## src/rtl/alu8_pkg.sv

```systemverilog
package alu8_pkg;
  localparam int DW    = 8;
  localparam int NW    = DW / 2;
  localparam int NFLAG = 3;
  localparam int FC    = 0;
  localparam int FDC   = 1;
  localparam int FZ    = 2;

  typedef enum logic [3:0] {
    OP_ADD   = 4'd0,
    OP_SUB   = 4'd1,
    OP_AND   = 4'd2,
    OP_OR    = 4'd3,
    OP_XOR   = 4'd4,
    OP_INC   = 4'd5,
    OP_INCSZ = 4'd6,
    OP_DEC   = 4'd7,
    OP_DECSZ = 4'd8,
    OP_RL    = 4'd9,
    OP_RR    = 4'd10,
    OP_SWAP  = 4'd11,
    OP_MOV   = 4'd12,
    OP_CLR   = 4'd13,
    OP_PASSA = 4'd14,
    OP_PASSB = 4'd15
  } alu_op_e;

  // {carry, digit carry, result}
  function automatic logic [DW+1:0] f_add(input logic [DW-1:0] a, input logic [DW-1:0] b);
    logic [DW:0] full;
    logic [NW:0] low;
    full = {1'b0, a} + {1'b0, b};
    low  = {1'b0, a[NW-1:0]} + {1'b0, b[NW-1:0]};
    return {full[DW], low[NW], full[DW-1:0]};
  endfunction

  // minuend - subtrahend, carries reported as inverted borrows
  function automatic logic [DW+1:0] f_sub(input logic [DW-1:0] m, input logic [DW-1:0] s);
    logic [DW:0] full;
    logic [NW:0] low;
    full = {1'b0, m} - {1'b0, s};
    low  = {1'b0, m[NW-1:0]} - {1'b0, s[NW-1:0]};
    return {~full[DW], ~low[NW], full[DW-1:0]};
  endfunction

  // {carry out, result}
  function automatic logic [DW:0] f_rotl(input logic [DW-1:0] v, input logic cin);
    return {v, cin};
  endfunction

  function automatic logic [DW:0] f_rotr(input logic [DW-1:0] v, input logic cin);
    return {v[0], cin, v[DW-1:1]};
  endfunction

  function automatic logic [DW-1:0] f_swap(input logic [DW-1:0] v);
    return {v[NW-1:0], v[DW-1:NW]};
  endfunction
endpackage

```

## src/rtl/alu8_datapath.sv

```systemverilog
module alu8_datapath
  import alu8_pkg::*;
(
  input  alu_op_e              op,
  input  logic [DW-1:0]        w_val,
  input  logic [DW-1:0]        f_val,
  input  logic [NFLAG-1:0]     cur_flags,
  output logic [DW-1:0]        res,
  output logic [NFLAG-1:0]     nxt_flags,
  output logic [NFLAG-1:0]     upd_en,
  output logic                 skip_req
);
  logic [DW+1:0] arith;
  logic [DW:0]   rot;
  logic          c_new;
  logic          dc_new;
  logic          res_zero;

  always_comb begin
    arith    = '0;
    rot      = '0;
    res      = f_val;
    c_new    = cur_flags[FC];
    dc_new   = cur_flags[FDC];
    upd_en   = '0;
    skip_req = 1'b0;
    unique case (op)
      OP_ADD: begin
        arith  = f_add(w_val, f_val);
        res    = arith[DW-1:0];
        c_new  = arith[DW+1];
        dc_new = arith[DW];
        upd_en = 3'b111;
      end
      OP_SUB: begin
        arith  = f_sub(f_val, w_val);
        res    = arith[DW-1:0];
        c_new  = arith[DW+1];
        dc_new = arith[DW];
        upd_en = 3'b111;
      end
      OP_AND: begin res = w_val & f_val; upd_en[FZ] = 1'b1; end
      OP_OR:  begin res = w_val | f_val; upd_en[FZ] = 1'b1; end
      OP_XOR: begin res = w_val ^ f_val; upd_en[FZ] = 1'b1; end
      OP_INC: begin res = f_val + 1'b1; upd_en[FZ] = 1'b1; end
      OP_DEC: begin res = f_val - 1'b1; upd_en[FZ] = 1'b1; end
      OP_INCSZ: begin
        res      = f_val + 1'b1;
        skip_req = (res == '0);
      end
      OP_DECSZ: begin
        res      = f_val - 1'b1;
        skip_req = (res == '0);
      end
      OP_RL: begin
        rot        = f_rotl(f_val, cur_flags[FC]);
        res        = rot[DW-1:0];
        c_new      = rot[DW];
        upd_en[FC] = 1'b1;
      end
      OP_RR: begin
        rot        = f_rotr(f_val, cur_flags[FC]);
        res        = rot[DW-1:0];
        c_new      = rot[DW];
        upd_en[FC] = 1'b1;
      end
      OP_SWAP: res = f_swap(f_val);
      OP_MOV:  begin res = f_val; upd_en[FZ] = 1'b1; end
      OP_CLR:  begin res = '0;    upd_en[FZ] = 1'b1; end
      default: res = f_val;
    endcase
  end

  assign res_zero  = (res == '0);
  assign nxt_flags = {res_zero, dc_new, c_new};
endmodule

```

## src/rtl/alu8_flag_reg.sv

```systemverilog
module alu8_flag_reg
  import alu8_pkg::*;
(
  input  logic             clk,
  input  logic             rst_n,
  input  logic             load,
  input  logic [NFLAG-1:0] alu_val,
  input  logic [NFLAG-1:0] alu_en,
  input  logic [NFLAG-1:0] cmd_set,
  input  logic [NFLAG-1:0] cmd_clr,
  output logic [NFLAG-1:0] q
);
  for (genvar i = 0; i < NFLAG; i++) begin : g_bit
    logic d;
    always_comb begin
      if (cmd_set[i])      d = 1'b1;
      else if (cmd_clr[i]) d = 1'b0;
      else if (alu_en[i])  d = alu_val[i];
      else                 d = q[i];
    end
    always_ff @(posedge clk or negedge rst_n) begin
      if (!rst_n)    q[i] <= 1'b0;
      else if (load) q[i] <= d;
    end
  end
endmodule

```

## src/rtl/alu8_flag_core.sv

```systemverilog
module alu8_flag_core
  import alu8_pkg::*;
(
  input  logic             clk,
  input  logic             rst_n,
  input  logic             instr_vld,
  input  logic [3:0]       op_code,
  input  logic             dest_sel,
  input  logic [DW-1:0]    w_in,
  input  logic [DW-1:0]    f_in,
  input  logic [NFLAG-1:0] flag_set,
  input  logic [NFLAG-1:0] flag_clr,
  output logic [DW-1:0]    result,
  output logic             dest_file,
  output logic             skip,
  output logic [NFLAG-1:0] flag_next,
  output logic [NFLAG-1:0] flag_we,
  output logic [NFLAG-1:0] flags_q
);
  alu_op_e op_e;
  assign op_e      = alu_op_e'(op_code);
  assign dest_file = dest_sel;

  alu8_datapath i_dp (
    .op        (op_e),
    .w_val     (w_in),
    .f_val     (f_in),
    .cur_flags (flags_q),
    .res       (result),
    .nxt_flags (flag_next),
    .upd_en    (flag_we),
    .skip_req  (skip)
  );

  alu8_flag_reg i_st (
    .clk     (clk),
    .rst_n   (rst_n),
    .load    (instr_vld),
    .alu_val (flag_next),
    .alu_en  (flag_we),
    .cmd_set (flag_set),
    .cmd_clr (flag_clr),
    .q       (flags_q)
  );
endmodule

```

## config.mk

```make
export PLATFORM = sky130hd
export DESIGN_NAME = alu8_flag_core
export DESIGN_NICKNAME = d
export VERILOG_FILES = /design/src/rtl/alu8_pkg.sv /design/src/rtl/alu8_datapath.sv /design/src/rtl/alu8_flag_reg.sv /design/src/rtl/alu8_flag_core.sv
export SDC_FILE = /design/constraint.sdc
export NUM_CORES = 1
export LEC_CHECK = 0
export BUFFER_PORTS_ARGS = -buffer_cell sky130_fd_sc_hd__buf_2
export CORE_MARGIN = 2
export CORE_UTILIZATION = 55
export DETAILED_ROUTE_END_ITERATION = 8
export PLACE_DENSITY = 0.87
export SYNTH_ARGS = -nofsm -noshare
export SYNTH_HDL_FRONTEND = slang
export SYNTH_HIERARCHICAL = 1
export SYNTH_SLANG_ARGS = --single-unit
```

## constraint.sdc

```tcl
create_clock -name clk -period 4.99 [get_ports clk]
set_clock_uncertainty 0.15 [all_clocks]
set_input_delay 0.7485 -clock clk [delete_from_list [all_inputs] [get_ports clk]]
set_output_delay 0.7485 -clock clk [all_outputs]
set_load 0.005 [all_outputs]
```

==> impl_metrics.ini <==
[status]
outcome = finished clean

[cells_and_area]
mostFrequentLayoutCell = sky130_fd_sc_hd__buf_2
flip_flop_count_of_the_largest_register_after_layout = 3
syn_to_final_growth_pct = 6.60
largestRegisters = i_st/q x3
area_used_by_multi_input_combinational_logic_um2 = 2130
largest-register = i_st/q
area.sequential_um2 = 75.1
diodes = 0
layout-drive-gt1-share_pct = 19.6
most-common-layout-cells = sky130_fd_sc_hd__buf_2 (46), sky130_fd_sc_hd__ha_1 (28), sky130_fd_sc_hd__inv_1 (27)
final_net_count = 424
fillerInstances = 422

[timing]
hold_viol_final = 0
layout_setup_ws_ns = 0.620
final_report_max_slew_violation_count = 0
period_share_pct = 87.6
layout_min_cycle_time_ns = 4.37
timing.setup.tns_ns = 0
tightest_slew_ns = 0.864
fmax_mhz = 229
rsz_0062_raised_after_global_routing = no
slew_headroom_pct = 41.9
final_report_setup_violation_count = 0

[floorplan]
rows = 24
initial_core_utilization_pct = 57.5
chipWidth_um = 71.5
floorplan.die_area_um2 = 5110
floorplan.die.height_um = 71.5
core_um2 = 4350
boundaryPins = 49

[drt]
detail_route.vias_per_cell = 7.01
route.vias.total = 2911
dr.first_iter.drc_count = 483
firstDrtPassIters = 8
detail_route.drc_violations = 0
drt-wirelength-per-cell_um = 20.2
wirelength_um = 8400
antenna_left = 0

[worst_setup_path]
worst_setup_end_kind = output pin
critical_path.startpoint_type = input port
path_max_fanout = 13
worstPathRequired_ns = 4.09
crit_path_top_delay_cell = sky130_fd_sc_hd__nor4_1
crit_chain = buf_2, inv_1, ha_1, inv_1, fa_1, a22o_1, o21ai_0, o221ai_1, nor4_1, nand4b_1, nor4_2, buf_2
worst-setup-path-type = input port to output pin
timing.critical_path.slowest_cell_delay_ns = 0.45
cp_data_arrival_time_ns = 3.47

[cts]
post_cts_buffers = 0
cts_sinks = 3
clock_latency_ns = 0.22
root_buffer = sky130_fd_sc_hd__clkbuf_8
post_cts_hold_buffer_count = 0
ctsHtreeMaxLevel = 1
ctsResizeCount = 0
worst_setup_hold_path_clk_slew_ns = 0.03
ctsLongestPathBuffers = 2
cts_tree = built
cts-buffers-inserted = 3

[global_route]
global_route.overflow_total = 0
global_route_wire_length_before_repair_um = 13300
first_global_vias = 2577
track_usage_pct = 32.7
initial_antenna_violation_count = 0
pin_count_of_the_biggest_net_entering_global_routing = 38

[logic_synthesis]
edff_count_synth = 0
cells_after_synthesis = 340
synth_cell_type_count = 83
yosysSeqAreaShare_pct = 3.00
post-synth-top-area-cell = sky130_fd_sc_hd__ha_1
synthesis.area_um2 = 2500
postSynthRegisterBits = 3
avgSynthCellArea_um2 = 7.36
synth.yosys.warnings = 6
dominantRegCellSynth = sky130_fd_sc_hd__dfrtp_1
synth_top_area_share_pct = 14.0
synth_area_leaders = sky130_fd_sc_hd__ha_1 (14%), sky130_fd_sc_hd__a21oi_1 (5.2%), sky130_fd_sc_hd__o21ai_0 (4.4%), sky130_fd_sc_hd__inv_1 (4.1%), sky130_fd_sc_hd__nor2_1 (3.8%)
synth_fp_nets = 400
async_flop_share_pct = 100

[power_and_ir_drop]
leakagePower_nw = 1.13
p_per_area_nw_per_um2 = 135
worst_ir_drop_vdd_v = 0.000147

[place]
detailedPlace.worstSlack_ns = 0.734
place_congestion = 1.09
io_buffers = 46
hpwl_um = 6390

[min_path]
type_of_the_tightest_min_delay_check = input port to asynchronous set/reset pin

[run]
drv_cap = 0
## where the power goes
part	internal [mW]	total (mW)	switching, mW
clock network	0.0545	0.0704	0.0160
logic	0.100	0.258	0.158
registers	0.0276	0.0309	0.00328
total	0.182	0.359	0.177
## Yosys cell counts (3+ instances only)
master	count
sky130_fd_sc_hd__inv_1	27
sky130_fd_sc_hd__o22a_1	5
sky130_fd_sc_hd__o32ai_1	3
sky130_fd_sc_hd__nor2b_1	8
sky130_fd_sc_hd__o211ai_1	3
sky130_fd_sc_hd__or3_1	4
sky130_fd_sc_hd__o221ai_1	3
sky130_fd_sc_hd__buf_2	10
sky130_fd_sc_hd__ha_1	28
sky130_fd_sc_hd__a211oi_1	5
sky130_fd_sc_hd__xnor2_1	4
sky130_fd_sc_hd__nor4_1	4
sky130_fd_sc_hd__dfrtp_1	3
sky130_fd_sc_hd__a31oi_1	10
sky130_fd_sc_hd__nand4_1	5
sky130_fd_sc_hd__nand3b_1	3
sky130_fd_sc_hd__o21ai_1	4
sky130_fd_sc_hd__nor2_1	25
sky130_fd_sc_hd__a21o_1	3
sky130_fd_sc_hd__nand2b_1	6
sky130_fd_sc_hd__a21oi_1	26
sky130_fd_sc_hd__a221oi_1	7
sky130_fd_sc_hd__buf_4	9
sky130_fd_sc_hd__and4b_1	4
sky130_fd_sc_hd__clkbuf_1	4
sky130_fd_sc_hd__nor3_1	4
sky130_fd_sc_hd__buf_6	3
sky130_fd_sc_hd__nand2_1	10
sky130_fd_sc_hd__o22ai_1	5
sky130_fd_sc_hd__mux2i_1	6
sky130_fd_sc_hd__a221o_1	4
sky130_fd_sc_hd__nor3b_1	3
sky130_fd_sc_hd__nand3_1	7
sky130_fd_sc_hd__o21bai_1	3
sky130_fd_sc_hd__o21ai_0	22
sky130_fd_sc_hd__a22oi_1	3
## cells by family (layout without fill, tap and decap cells)
family / Yosys count / in the layout / share of synthesized area, %
AOI/OAI and AO/OA: 130 / 130 / 37.0
xor gates and xnor gates: 6 / 6 / 2.10
adders and majority gates: 30 / 30 / 15.6
buffers and inverters: 58 / 81 / 11.9
DFF: 3 / 3 / 3.00
muxes: 9 / 9 / 4.80
and+or+nand+nor: 104 / 104 / 25.6
## metal layers
| metal | up-vias | GRT usage [%] | routed length (um) |
|---|---|---|---|
| met5 | - | 0 | 0 |
| met4 | 0 | 10.7 | 255 |
| met3 | 35 | 2.25 | 936 |
| met2 | 199 | 54.0 | 3800 |
| met1 | 1331 | 45.1 | 3400 |
| li1 | 1346 | - | - |
## final cells by class
class | instances | share of cell area (%)
Clock buffer | 4 | 1.69
Inverter | 29 | 4.08
Multi-Input combinational cell | 279 | 79.8
Sequential cell | 3 | 2.81
Tap cell | 52 | 2.44
Timing Repair Buffer | 48 | 9.19
## path summary, 6_finish.rpt
path	startpoint	slack, ns	endpoint	depth (start not counted)
setup / recovery	f_in[0]	0.62	flag_next[2]	12
hold / removal	rst_n	0.17	i_st/q[0]	1
setup reg to reg	i_st/q[0]	2.45	i_st/q[2]	9
hold reg to reg	i_st/q[2]	0.37	i_st/q[2]	1
max in group asynchronous	rst_n	4.41	i_st/q[2]	1
min in group clk	i_st/q[2]	0.37	i_st/q[2]	1
## critical path, delay by kind of cell
kind / cells / cell delay (ns)
buffers and inverters: 4 / 0.59
AO/OA/AOI/OAI: 3 / 0.59
adder cells (fa/ha/maj): 2 / 0.61
AND/OR/NAND/NOR: 3 / 0.94
## per-stage QoR
step	power, mW	utilization (%)	std cells	area [um^2]	hold slack [ns]
floorplan	0.210	-	340	2500	0.303
global placement	0.279	60.2	411	2620	0.337
detailed placement	0.280	60.2	411	2620	0.368
CTS	0.354	61.3	415	2670	0.170
global route	0.383	61.3	415	2670	0.171
finish	0.359	61.3	415	2670	0.172
No activity file was read; power rests on OpenSTA's default activity.
